===== src/rtl/fcsr_pkg.sv =====
// Shared field widths, view encoding and packed state type for the
// floating-point control/status register. Assumes the field layout is
// fixed: flags in the low bits, rounding mode directly above them.
package fcsr_pkg;
    localparam int FLAG_W  = 5;
    localparam int RM_W    = 3;
    localparam int FIELD_W = FLAG_W + RM_W;

    typedef enum logic [1:0] {
        VIEW_NONE  = 2'd0,
        VIEW_FLAGS = 2'd1,
        VIEW_RM    = 2'd2,
        VIEW_ALL   = 2'd3
    } view_e;

    typedef struct packed {
        logic [RM_W-1:0]   rm;
        logic [FLAG_W-1:0] flags;
    } fstate_t;
endpackage


===== src/rtl/fcsr_decode.sv =====
// Maps a CSR address onto one of the three register views.
// Assumes the three view addresses are distinct.
module fcsr_decode #(
    parameter int          ADDR_W     = 12,
    parameter logic [11:0] ADDR_FLAGS = 12'h001,
    parameter logic [11:0] ADDR_RM    = 12'h002,
    parameter logic [11:0] ADDR_ALL   = 12'h003
) (
    input  logic [ADDR_W-1:0] addr,
    output fcsr_pkg::view_e   view
);
    // Compare the address against each view address.
    always_comb begin
        if (addr == ADDR_W'(ADDR_FLAGS))      view = fcsr_pkg::VIEW_FLAGS;
        else if (addr == ADDR_W'(ADDR_RM))    view = fcsr_pkg::VIEW_RM;
        else if (addr == ADDR_W'(ADDR_ALL))   view = fcsr_pkg::VIEW_ALL;
        else                                  view = fcsr_pkg::VIEW_NONE;
    end
endmodule


===== src/rtl/fcsr_store.sv =====
// Holds the rounding mode and sticky flags. It applies a view write
// first and then ORs accrued exception bits on top. It produces a
// registered dirty pulse on a hitting write, or on an accrual that
// changes the flags. Assumes a synchronous active-low reset.
module fcsr_store #(
    parameter int DATA_W = 32
) (
    input  logic                          clk,
    input  logic                          rst_n,
    input  logic                          wr_en,
    input  fcsr_pkg::view_e               view,
    input  logic [DATA_W-1:0]             wdata,
    input  logic                          acc_valid,
    input  logic [fcsr_pkg::FLAG_W-1:0]   acc_flags,
    output fcsr_pkg::fstate_t             state_q,
    output logic                          dirty_q
);
    import fcsr_pkg::*;

    fstate_t           base;
    fstate_t           state_d;
    logic [FLAG_W-1:0] acc_bits;
    logic              wr_hit;
    logic              acc_change;
    logic              dirty_d;

    // Apply the addressed field write to the current state.
    always_comb begin
        base   = state_q;
        wr_hit = wr_en && (view != VIEW_NONE);
        if (wr_en) begin
            unique case (view)
                VIEW_FLAGS: base.flags = wdata[FLAG_W-1:0];
                VIEW_RM:    base.rm    = wdata[RM_W-1:0];
                VIEW_ALL:   base       = wdata[FIELD_W-1:0];
                default:    base       = state_q;
            endcase
        end
    end

    // OR the accrued bits onto the post-write value and detect a real change.
    always_comb begin
        acc_bits      = acc_valid ? acc_flags : '0;
        state_d       = base;
        state_d.flags = base.flags | acc_bits;
        acc_change    = (state_d.flags != base.flags);
        dirty_d       = wr_hit || acc_change;
    end

    // Register the state and the dirty pulse.
    always_ff @(posedge clk) begin
        if (!rst_n) begin
            state_q <= '0;
            dirty_q <= 1'b0;
        end else begin
            state_q <= state_d;
            dirty_q <= dirty_d;
        end
    end
endmodule


===== src/rtl/fcsr_readmux.sv =====
// Selects the addressed view for a read, right-justified and zero-filled.
// Assumes DATA_W is at least the packed field width.
module fcsr_readmux #(
    parameter int DATA_W = 32
) (
    input  fcsr_pkg::view_e   view,
    input  fcsr_pkg::fstate_t state,
    output logic [DATA_W-1:0] rdata
);
    import fcsr_pkg::*;

    // Pick the field(s) for the addressed view.
    always_comb begin
        rdata = '0;
        unique case (view)
            VIEW_FLAGS: rdata[FLAG_W-1:0]  = state.flags;
            VIEW_RM:    rdata[RM_W-1:0]    = state.rm;
            VIEW_ALL:   rdata[FIELD_W-1:0] = state;
            default:    rdata = '0;
        endcase
    end
endmodule


===== src/rtl/fcsr_unit.sv =====
// Top of the floating-point control/status register. It ties address
// decode, the storage with accrual, and the read mux together, and
// exposes the rounding mode and a dirty pulse. Assumes the caller has
// already resolved privilege and rounding-mode legality.
module fcsr_unit #(
    parameter int          ADDR_W     = 12,
    parameter int          DATA_W     = 32,
    parameter logic [11:0] ADDR_FLAGS = 12'h001,
    parameter logic [11:0] ADDR_RM    = 12'h002,
    parameter logic [11:0] ADDR_ALL   = 12'h003
) (
    input  logic              clk,
    input  logic              rst_n,
    input  logic [ADDR_W-1:0] csr_addr,
    input  logic              csr_wr_en,
    input  logic [DATA_W-1:0] csr_wdata,
    output logic [DATA_W-1:0] csr_rdata,
    output logic              csr_hit,
    input  logic              exc_valid,
    input  logic [4:0]        exc_flags,
    output logic [2:0]        rm_o,
    output logic              dirty_o
);
    import fcsr_pkg::*;

    view_e   view;
    fstate_t state_q;

    fcsr_decode #(
        .ADDR_W(ADDR_W), .ADDR_FLAGS(ADDR_FLAGS),
        .ADDR_RM(ADDR_RM), .ADDR_ALL(ADDR_ALL)
    ) u_decode (
        .addr(csr_addr),
        .view(view)
    );

    fcsr_store #(.DATA_W(DATA_W)) u_store (
        .clk      (clk),
        .rst_n    (rst_n),
        .wr_en    (csr_wr_en),
        .view     (view),
        .wdata    (csr_wdata),
        .acc_valid(exc_valid),
        .acc_flags(exc_flags),
        .state_q  (state_q),
        .dirty_q  (dirty_o)
    );

    fcsr_readmux #(.DATA_W(DATA_W)) u_rmux (
        .view (view),
        .state(state_q),
        .rdata(csr_rdata)
    );

    // Drive the hit flag and the rounding-mode output.
    always_comb begin
        csr_hit = (view != VIEW_NONE);
        rm_o    = state_q.rm;
    end
endmodule


===== config.mk =====
export PLATFORM = sky130hd
export DESIGN_NAME = fcsr_unit
export DESIGN_NICKNAME = d
export VERILOG_FILES = /design/src/rtl/fcsr_pkg.sv /design/src/rtl/fcsr_decode.sv /design/src/rtl/fcsr_store.sv /design/src/rtl/fcsr_readmux.sv /design/src/rtl/fcsr_unit.sv
export SDC_FILE = /design/constraint.sdc
export NUM_CORES = 1
export LEC_CHECK = 0
export BUFFER_PORTS_ARGS = -buffer_cell sky130_fd_sc_hd__buf_2
export CORE_ASPECT_RATIO = 1.2
export CORE_UTILIZATION = 32
export DETAILED_ROUTE_END_ITERATION = 6
export PLACE_DENSITY_LB_ADDON = 0.15
export SETUP_SLACK_MARGIN = 0.05
export SLEW_MARGIN = 15
export SYNTH_ARGS = -nofsm -noshare
export SYNTH_HDL_FRONTEND = slang
export SYNTH_HIERARCHICAL = 1
export SYNTH_SLANG_ARGS = --single-unit

===== constraint.sdc =====
create_clock -name clk -period 3.1 [get_ports clk]
set_input_delay 0.31 -clock clk [delete_from_list [all_inputs] [get_ports clk]]
set_output_delay 0.31 -clock clk [all_outputs]
set_load 0.02 [all_outputs]

==> metrics.md, run 1 <==
| Metric | Value |
|---|---|
| Cts bufs inserted | `3` |
| Max incr delay on CP | `roughly 550 ps` |
| Reg2Reg Depth | `3` |
| I/O pin cnt | `90` |
| Final HPWL DP | `1.26 mm` |
| Cells after Synth | `87` |
| R2r setup slk | `about 2200 ps` |
| Post-route DRC | `0` |
| Vias in the first global route | `between 500 and 600` |
| Via/cell ratio | `4.23` |
| Most frequent cells in the layout | `41 x buf_2, 24 x conb_1, 9 x dfxtp_1` |
| CP Data Required Time | `2790 ps` |
| Max Cap Violations | `0` |
| Hold depth | `3` |
| WP buf/inv | `3` |
| Slew Viols, Final | `0` |
| Worst R2R End | `u_store/dirty_q` |
| Max Root-Sink Buffers | `2` |
| Arrival time at the worst endpoint | `1910 ps` |
| Total Nets Final | `184` |
| Routed via count | `676` |
| VDD IR max | `0.000215 V` |
| Layout cells sized above 1 | `0.423` |
| Crit path time final | `2220 ps` |
| Async SR Flop Fraction | `0` |
| Most frequent CP cell | `buf_2` |
| Hold Crit Start | `exc_flags[0]` |
| Ys Warns | `6` |
| Clock Power Share | `0.316` |
| # port buffers | `41` |
| Clock sink total | `9` |
| Clock slew at reported path FFs | `60 ps` |
| Routability Congestion | `0.671` |
| Synth Cell Area | `approximately 730 µm²` |
| Critical path endpoint category | `primary output` |
| Die area | `2460 µm²` |
| Router iterations before antenna repair | `4` |
| Mean routed wirelength per cell | `~9.3 µm` |
| Setup_tns | `0 ps` |
| Kind of cell adding the most delay to the critical path | `simple AND/OR/NAND/NOR gates` |
| Post-synth EDFFs | `0` |
| RSZ-0062 raised after global routing | `false` |
| CTS root buf | `clkbuf_4` |
| Most common cell after layout, fill and taps aside | `buf_2` |
| Initial drt markers | `5` |
| # resized after CTS | `0` |
| Power Internal | `189 µW` |
| Worst Path Max Fanout | `15` |
| Power Density | `307 nW/µm²` |
| Clk_lat worst skew | `roughly 260 ps` |
| CP Class | `input pin to primary output` |
| Yosys cell types | `25` |
| Post-route ant nets | `0` |
| Number of hold buffers added after cts | `0` |
| Switch share | `0.314` |
| Crit-path cells | `buf_2 -> or4_1 -> nor4_2 -> buf_4 -> nor2b_2 -> a22o_1 -> buf_2` |
| Status | `finished clean` |
| Pleak | `between 0.0005 and 0.0006 µW` |
| Hold EP | `u_store/state_q[0]` |
| Antenna cells | `0` |
| Setup violators final | `0` |
| Hold violation total from the final report | `0` |
| First-pass GRT wire length | `2.21 mm` |
| Pre-CTS setup slack | `about 870 ps` |
| Initial antenna violation count | `0` |
| GRT Overall Usage | `0.123` |
| Seq cells post-synth | `9` |
| Largest net degree at the start of global routing | `16` |
| Peak Freq | `451 MHz` |
| Layout fillers | `223` |
| Core area | `2090 µm²` |
| FP Rows | `18` |
| H-Tree Depth | `1` |
| Setup repair bufs after CTS | `0` |
| Fin crit share | `0.716` |
| R2r startpoint | `u_store/state_q[1]` |
| Combinational group share of total power | `0.235` |
| P&R area growth vs syn | `24.0%` |
| Post-synthesis sequential area ratio | `0.248` |
| Routed wire length | `1.49 mm` |
| Die height | `54.2 µm` |
| CTS tree | `done` |
| Sw Pwr | `86.8 µW` |
| Predominant post-synthesis flop cell | `dfxtp_1` |
| Crit-path slowest cell | `or4_1` |
| Flop pwr share | `0.449` |
| Worst Hold Class | `input pin to flop` |
| Chip Width | `45.5 µm` |
| Average cell area after synthesis | `8.34 µm²` |
| Starting Density | `0.346` |
| Global route overflow | `0` |
| CP startpoint kind | `input pin` |
| Setup Skew | `3.73 ps` |
| Hold slack | `314 ps` |
| PnR worst setup slack | `882 ps` |
## worst register-to-register path, cell delays in order, from the launching register on
cell and delay [ps]:
dfxtp_1 350, o21ai_0 110, a31oi_1 170, a41oi_1 130
## metal layers
layer	GRT usage	vias to the layer above	share of wire
met5	0	-	0
met4	0.0303	0	0
met3	0.0268	0	0.12
met2	0.205	45	0.48
met1	0.157	289	0.40
li1	-	342	-
## sequential cells by signal, summed over array words and instances, names as in the netlist
name and cells:
u_store/dirty_q 1, u_store/state_q 8
## worst max-delay path by stage
stage	startpoint	to	slack, ps	cells past startpoint
final	csr_addr[7]	csr_rdata[2]	880	7
after global routing	csr_addr[7]	csr_rdata[2]	780	7
after CTS	csr_addr[7]	csr_rdata[2]	850	7
after detailed placement	csr_addr[7]	csr_rdata[2]	870	7
after global placement	csr_addr[7]	u_store/dirty_q	850	8
after floorplan	csr_addr[7]	u_store/dirty_q	540	7
## cells in the mapped netlist (2+ instances only)
| cell type | instances | share of area |
|---|---|---|
| o21ai_0 | 2 | 0.014 |
| and2_2 | 2 | 0.021 |
| mux2i_1 | 8 | 0.11 |
| dfxtp_1 | 9 | 0.25 |
| nand2b_1 | 2 | 0.017 |
| a21oi_1 | 5 | 0.034 |
| nand2_1 | 5 | 0.026 |
| or4_1 | 2 | 0.021 |
| buf_4 | 25 | 0.26 |
| and3_2 | 3 | 0.031 |
| nand3_1 | 3 | 0.021 |
| a211oi_1 | 3 | 0.031 |
| a22o_1 | 3 | 0.036 |
| nor4_1 | 2 | 0.017 |
| nor2_1 | 3 | 0.016 |
## cell type report
cell class	count	area (µm²)	share of cell area
multi-input cells	73	430	0.478
well taps	30	37.5	0.0417
clock inverters	1	5.00	0.00556
clock buffers	3	22.5	0.0250
flip-flops and latches	9	180	0.200
inverters	1	3.75	0.00417
repair buffers	43	220	0.245
## stage by stage
stage,utilization,power [µW],cells,cell area (µm²)
after floorplan,-,191,110,812
after global placement,0.416,191,156,872
after detailed placement,0.416,191,156,872
after CTS,0.430,281,160,900
after global routing,0.430,296,160,900
final,0.430,276,160,900
## power groups by stage
stage	combinational [µW]	sequential [µW]	clock (µW)
after floorplan	63.9	127	0
after global placement	64.1	126	0
after detailed placement	64.6	127	0
after CTS	64.9	124	92.2
after global routing	73.0	125	98.1
final	64.9	124	87.4
## kinds of logic (layout without fill, tap and decap cells)
family                 after synthesis  after routing  share of synthesized area
buffers and inverters               28             48                      0.286
and+or+nand+nor                     26             26                      0.214
AOI/OAI and AO/OA                   15             15                      0.136
DFF                                  9              9                      0.248
muxes                                8              8                      0.110
other                                1             24                    0.00517
(Power assumes the default switching activity.)
==> inputs of run 2 (changes only) <==
==> constraint.sdc (replaced) <==
create_clock -name clk -period 2.1 [get_ports clk]
set_input_delay 0.21 -clock clk [delete_from_list [all_inputs] [get_ports clk]]
set_output_delay 0.21 -clock clk [all_outputs]
set_load 0.02 [all_outputs]
==> run 2 against run 1 <==
Against the previous run:
- wire length increased by 9.0%
- combinational power increased by 52%
- sequential share of layout area decreased by 0.78 points
- core utilization increased by 1.7 points
- first-iteration DRC count increased by 40%
- worst setup slack got worse by 770 ps
- sequential cell count unchanged
- largest cell class unchanged
- die area unchanged
- non-clock buffer count increased by 2
- global-route usage increased by 0.91 points
- count of clock-buffer cells in the layout increased by 1
- highest routed layer unchanged
==> metrics.md, run 2 (synthesis gave the netlist of run 1 again) <==
| Metric | Value |
|---|---|
| Via/cell ratio | `around 4.2` |
| Layout cells sized above 1 | `0.439` |
| Clk_lat worst skew | `between 200 and 300 ps` |
| R2r startpoint | `u_store/state_q[0]` |
| Peak Freq | `503 MHz` |
| Critical path endpoint category | `primary output` |
| Most common cell after layout, fill and taps aside | `buf_2` |
| Largest net degree at the start of global routing | `10` |
| Post-route DRC | `0` |
| Max incr delay on CP | `600 ps` |
| Max reg flops | `8` |
| CTS root buf | `clkbuf_4` |
| Final HPWL DP | `1.30 mm` |
| # port buffers | `41` |
| Post-Layout Cell Count | `162` |
| Post-route ant nets | `0` |
| Routability Congestion | `0.677` |
| Routed via count | `slightly below 700` |
| I/O pin cnt | `90` |
| Worst Hold Class | `input pin to flop` |
| CTS tree | `done` |
| Max Cap Violations | `0` |
| H-Tree Depth | `1` |
| Hold Crit Start | `exc_flags[3]` |
| WP buf/inv | `4` |
| VDD IR max | `about 0.00036 V` |
| P&R area growth vs syn | `29.0%` |
| Worst Path Max Fanout | `9` |
| Largest reg by FF count | `u_store/state_q` |
| Routed wire length | `1.63 mm` |
| R2r setup slk | `around 1200 ps` |
| Crit-path slowest cell | `or4_1` |
| Reg2Reg Depth | `3` |
| Status | `finished clean` |
| Crit path time final | `1990 ps` |
| Setup violators final | `0` |
| Number of hold buffers added after cts | `0` |
| Hold depth | `3` |
| Initial antenna violation count | `0` |
| Die area | `2460 µm²` |
| PnR worst setup slack | `roughly 110 ps` |
| Max Root-Sink Buffers | `2` |
| Total Nets Final | `186` |
| Initial drt markers | `7` |
| RSZ-0062 raised after global routing | `false` |
| Die height | `54.2 µm` |
| Hold EP | `u_store/state_q[3]` |
| Power Density | `between 400 and 500 nW/µm²` |
| Setup Skew | `0.544 ps` |
| Crit-path cells | `buf_2 -> or4_1 -> nor4_4 -> buf_6 -> buf_4 -> and3_2 -> buf_2` |
| Clock sink total | `9` |
| Router iterations before antenna repair | `4` |
| Most frequent cells in the layout | `41 x buf_2, 24 x conb_1, 9 x dfxtp_1` |
| Chip Width | `between 40 and 50 µm` |
| Pre-CTS setup slack | `14.9 ps` |
| Top flop regs | `u_store/state_q: 8 flops, u_store/dirty_q: 1 flops` |
| Arrival time at the worst endpoint | `1780 ps` |
| Kind of cell adding the most delay to the critical path | `simple AND/OR/NAND/NOR gates` |
| Vias in the first global route | `570` |
| Antenna cells | `0` |
| Starting Density | `0.346` |
| Global route overflow | `0` |
| Hold violation total from the final report | `0` |
| Fin crit share | `0.947` |
| Setup_tns | `0 ps` |
| Pleak | `roughly 0.00053 µW` |
| CP Data Required Time | `~1900 ps` |
| Most frequent CP cell | `buf_2` |
| Clock slew at reported path FFs | `60 ps` |
| Cts bufs inserted | `3` |
| Worst R2R End | `u_store/dirty_q` |
| GRT Overall Usage | `0.132` |
| CP Class | `input pin to primary output` |
| First-pass GRT wire length | `2.30 mm` |
| Slew Viols, Final | `0` |
| CP Depth | `7` |
| Core area | `2090 µm²` |
| Cells after DPL | `158` |
| FP Rows | `18` |
| Mean routed wirelength per cell | `~10 µm` |
| Setup repair bufs after CTS | `0` |
| CP startpoint kind | `input pin` |
run 2: cell count changes in the layout (fill, tap and decap cells not counted), sizes merged:
cell	previous run	this run
clkinv	2	1
buf	43	45
clkbuf	3	4
run 2: worst max path at each step:
stage                     slack [ps]            endpoint        start
after global placement            30     u_store/dirty_q  csr_addr[7]
final                            110        csr_rdata[6]  csr_addr[9]
after detailed placement          10  u_store/state_q[5]  csr_addr[7]
after global routing              50        csr_rdata[6]  csr_addr[9]
after CTS                         40        csr_rdata[1]  csr_addr[7]
after floorplan                   60     u_store/dirty_q  csr_addr[7]
run 2: timing repair:
item / 4_1_cts / 5_1_grt
pin swaps: 0 / 0
endpoints found under the setup margin: 3 / 7
resized for setup: 0 / 3
run 2: layout make-up:
class                           instances  area, µm²
Sequential cell                         9        180
Timing Repair Buffer                   45        239
Inverter                                1       3.75
Clock buffer                            4       26.3
Multi-Input combinational cell         73        449
Fill cell                             229       1160
Tap cell                               30       37.5
run 2: stage by stage:
stage               total power (µW)   util  hold slack (ps)  cell area [µm²]
floorplan                        284      -              353              827
global placement                 282  0.428              475              896
detailed placement               284  0.428              479              896
CTS                              427  0.440              196              922
global route                     444  0.447              217              936
finish                           420  0.447              207              936
run 2: worst min-delay path: stages:
cell     delay (ps)
buf_2           100
nand2_1          50
a21oi_1          50
run 2: layer usage:
layer,share of wire,routed length [µm],vias to the layer above,global-route usage
met5,0,0,-,0
li1,-,-,348,-
met4,0,0,0,0.0758
met2,0.51,823,37,0.226
met1,0.41,670,296,0.145
met3,0.082,133,0,0.0302
run 2: power breakdown:
part           switching (µW)  total (µW)  internal, µW  leakage [µW]
clock                    64.6         138          73.4     0.0000150
sequential               4.03         183           179     0.0000740
combinational            67.8        98.9          31.1      0.000436
total                     136         420           284      0.000525
==> inputs of run 3 (changes only) <==
--- a/config.mk
+++ b/config.mk
@@ -9,8 +9,7 @@
 export CORE_ASPECT_RATIO = 1.2
 export CORE_UTILIZATION = 32
 export DETAILED_ROUTE_END_ITERATION = 6
-export PLACE_DENSITY_LB_ADDON = 0.15
-export SETUP_SLACK_MARGIN = 0.05
+export PLACE_DENSITY_LB_ADDON = 0.25
 export SLEW_MARGIN = 15
 export SYNTH_ARGS = -nofsm -noshare
 export SYNTH_HDL_FRONTEND = slang
==> run 3 against run 2 <==
Against the previous run:
- die area unchanged
- clock skew increased by 3.1 ps
- clock power decreased by 3%
- count of clock-buffer cells in the layout unchanged
- sequential power about the same
- final cell count unchanged
- wire length decreased by 2.6%
- register-to-register slack about the same
- combinational power about the same
- total power decreased by 0.92%
- sequential cell count unchanged
- critical endpoint is now csr_rdata[5]
==> metrics.md, run 3 (synthesis gave the netlist of run 1 again) <==
| Metric | Value |
|---|---|
| Power Density | `446 nW/µm²` |
| Switch share | `0.319` |
| Max Root-Sink Buffers | `2` |
| P&R area growth vs syn | `28.4%` |
| Pleak | `approximately 0.00052 µW` |
| Clock slew at reported path FFs | `60 ps` |
| Routability Congestion | `0.701` |
| Global route overflow | `0` |
| GRT Overall Usage | `0.120` |
| CP startpoint kind | `input pin` |
| Max reg flops | `8` |
| Largest net degree at the start of global routing | `10` |
| CTS root buf | `clkbuf_4` |
| Initial drt markers | `7` |
| Setup violators final | `0` |
| Antenna cells | `0` |
| Setup Skew | `3.68 ps` |
| Peak Freq | `500 MHz` |
| Fin crit share | `0.952` |
| Routed via count | `667` |
| Clock Power Share | `0.323` |
| Die area | `around 2500 µm²` |
| Pwr Total | `about 420 µW` |
| Router iterations before antenna repair | `4` |
| Starting Density | `0.346` |
| Reg2Reg Depth | `3` |
| CP Data Required Time | `1890 ps` |
| R2r startpoint | `u_store/state_q[1]` |
| Hold violation total from the final report | `0` |
| Slew Viols, Final | `0` |
| Routed wire length | `about 1.6 mm` |
| I/O pin cnt | `90` |
| Most frequent cells in the layout | `41 x buf_2, 24 x conb_1, 9 x dfxtp_1` |
| Placed cell areas | `888 µm²` |
| Arrival time at the worst endpoint | `1790 ps` |
| FP Rows | `18` |
| Hold EP | `u_store/state_q[4]` |
| Hold depth | `3` |
| CTS tree | `done` |
| Post-route ant nets | `0` |
| Chip Width | `45.5 µm` |
| First-pass GRT wire length | `approximately 2.0 mm` |
| Worst Path Max Fanout | `7` |
| Worst Hold Class | `input pin to flop` |
| Crit path time final | `2000 ps` |
| Cts bufs inserted | `3` |
| Vias in the first global route | `approximately 510` |
| Final HPWL DP | `1.26 mm` |
| VDD IR max | `0.000259 V` |
| # port buffers | `41` |
| Initial antenna violation count | `0` |
| Mean routed wirelength per cell | `9.78 µm` |
| Layout cells sized above 1 | `0.439` |
| Flop pwr share | `0.439` |
| Clock sink total | `9` |
| Sw Pwr | `about 130 µW` |
| RSZ-0062 raised after global routing | `false` |
| H-Tree Depth | `1` |
| Finished Cell Area | `between 900 and 1000 µm²` |
| Die height | `54.2 µm` |
| Post-route DRC | `0` |
| CP Class | `input pin to primary output` |
| Core area | `2090 µm²` |
| Status | `finished clean` |
| Top flop regs | `u_store/state_q: 8 flops, u_store/dirty_q: 1 flops` |
| Largest reg by FF count | `u_store/state_q` |
| Max Cap Violations | `0` |
| Power Internal | `approximately 280 µW` |
| Clk_lat worst skew | `260 ps` |
| Hold Crit Start | `exc_flags[4]` |
| R2r setup slk | `1200 ps` |
| Critical path endpoint category | `primary output` |
| Via/cell ratio | `4.12` |
| Most common cell after layout, fill and taps aside | `buf_2` |
| Worst R2R End | `u_store/dirty_q` |
| Total Nets Final | `186` |
| Combinational group share of total power | `0.238` |
[run 3: timing repair]
item                                    4_1_cts  5_1_grt
endpoints found under the setup margin        2        7
gates resized for setup                       0        2
buffers inserted                              1        0
hold buffers                                  0        0
pin swaps                                     1        0
[run 3: layout make-up]
| cell class | instances | area (µm²) |
|---|---|---|
| well taps | 30 | 37.5 |
| repair buffers | 45 | 235 |
| flip-flops and latches | 9 | 180 |
| inverters | 1 | 3.75 |
| multi-input cells | 73 | 449 |
| fillers | 236 | 1160 |
| clock buffers | 4 | 26.3 |
[run 3: per-stage QoR]
stage          cells  setup TNS (ps)   util  setup slack, ps  hold WS, ps
2_1_floorplan    110               0      -             55.5          353
3_3_place_gp     157           -15.3  0.424            -15.3          473
3_5_place_dp     157           -32.7  0.424            -31.9          479
4_1_cts          162               0  0.440             45.8          192
5_1_grt          162               0  0.445             10.6          197
6_report         162               0  0.445              101          201
[run 3: critical path, stage by stage]
cell and delay [ps]:
buf_2 100, or4_4 560, nor4_4 280, buf_4 180, buf_4 150, and3_2 160, buf_2 150
[run 3: how the worst max path moves through the flow]
stage / from / endpoint / slack, ps / cells past startpoint
2_1_floorplan: csr_addr[7] / u_store/dirty_q / 60 / 7
4_1_cts: csr_addr[7] / csr_rdata[2] / 50 / 6
3_3_place_gp: csr_addr[7] / u_store/dirty_q / -20 / 7
3_5_place_dp: csr_addr[7] / u_store/dirty_q / -30 / 7
6_report: csr_addr[7] / csr_rdata[5] / 100 / 7
5_1_grt: csr_addr[7] / csr_rdata[5] / 10 / 7
[run 3: power groups by stage]
| stage | clock network [µW] | registers [µW] | logic [µW] |
|---|---|---|---|
| 2_1_floorplan | 0 | 188 | 95.5 |
| 3_3_place_gp | 0 | 187 | 95.6 |
| 3_5_place_dp | 0 | 187 | 96.6 |
| 4_1_cts | 144 | 183 | 96.8 |
| 5_1_grt | 156 | 184 | 109 |
| 6_report | 134 | 183 | 99.0 |
[run 3: per-layer routing]
layer | global-route usage | vias up | part of all wire
met4 | 0.0758 | 0 | 0.0069
met3 | 0.0302 | 2 | 0.091
met5 | 0 | - | 0
li1 | - | 346 | -
met2 | 0.198 | 41 | 0.49
met1 | 0.136 | 278 | 0.41
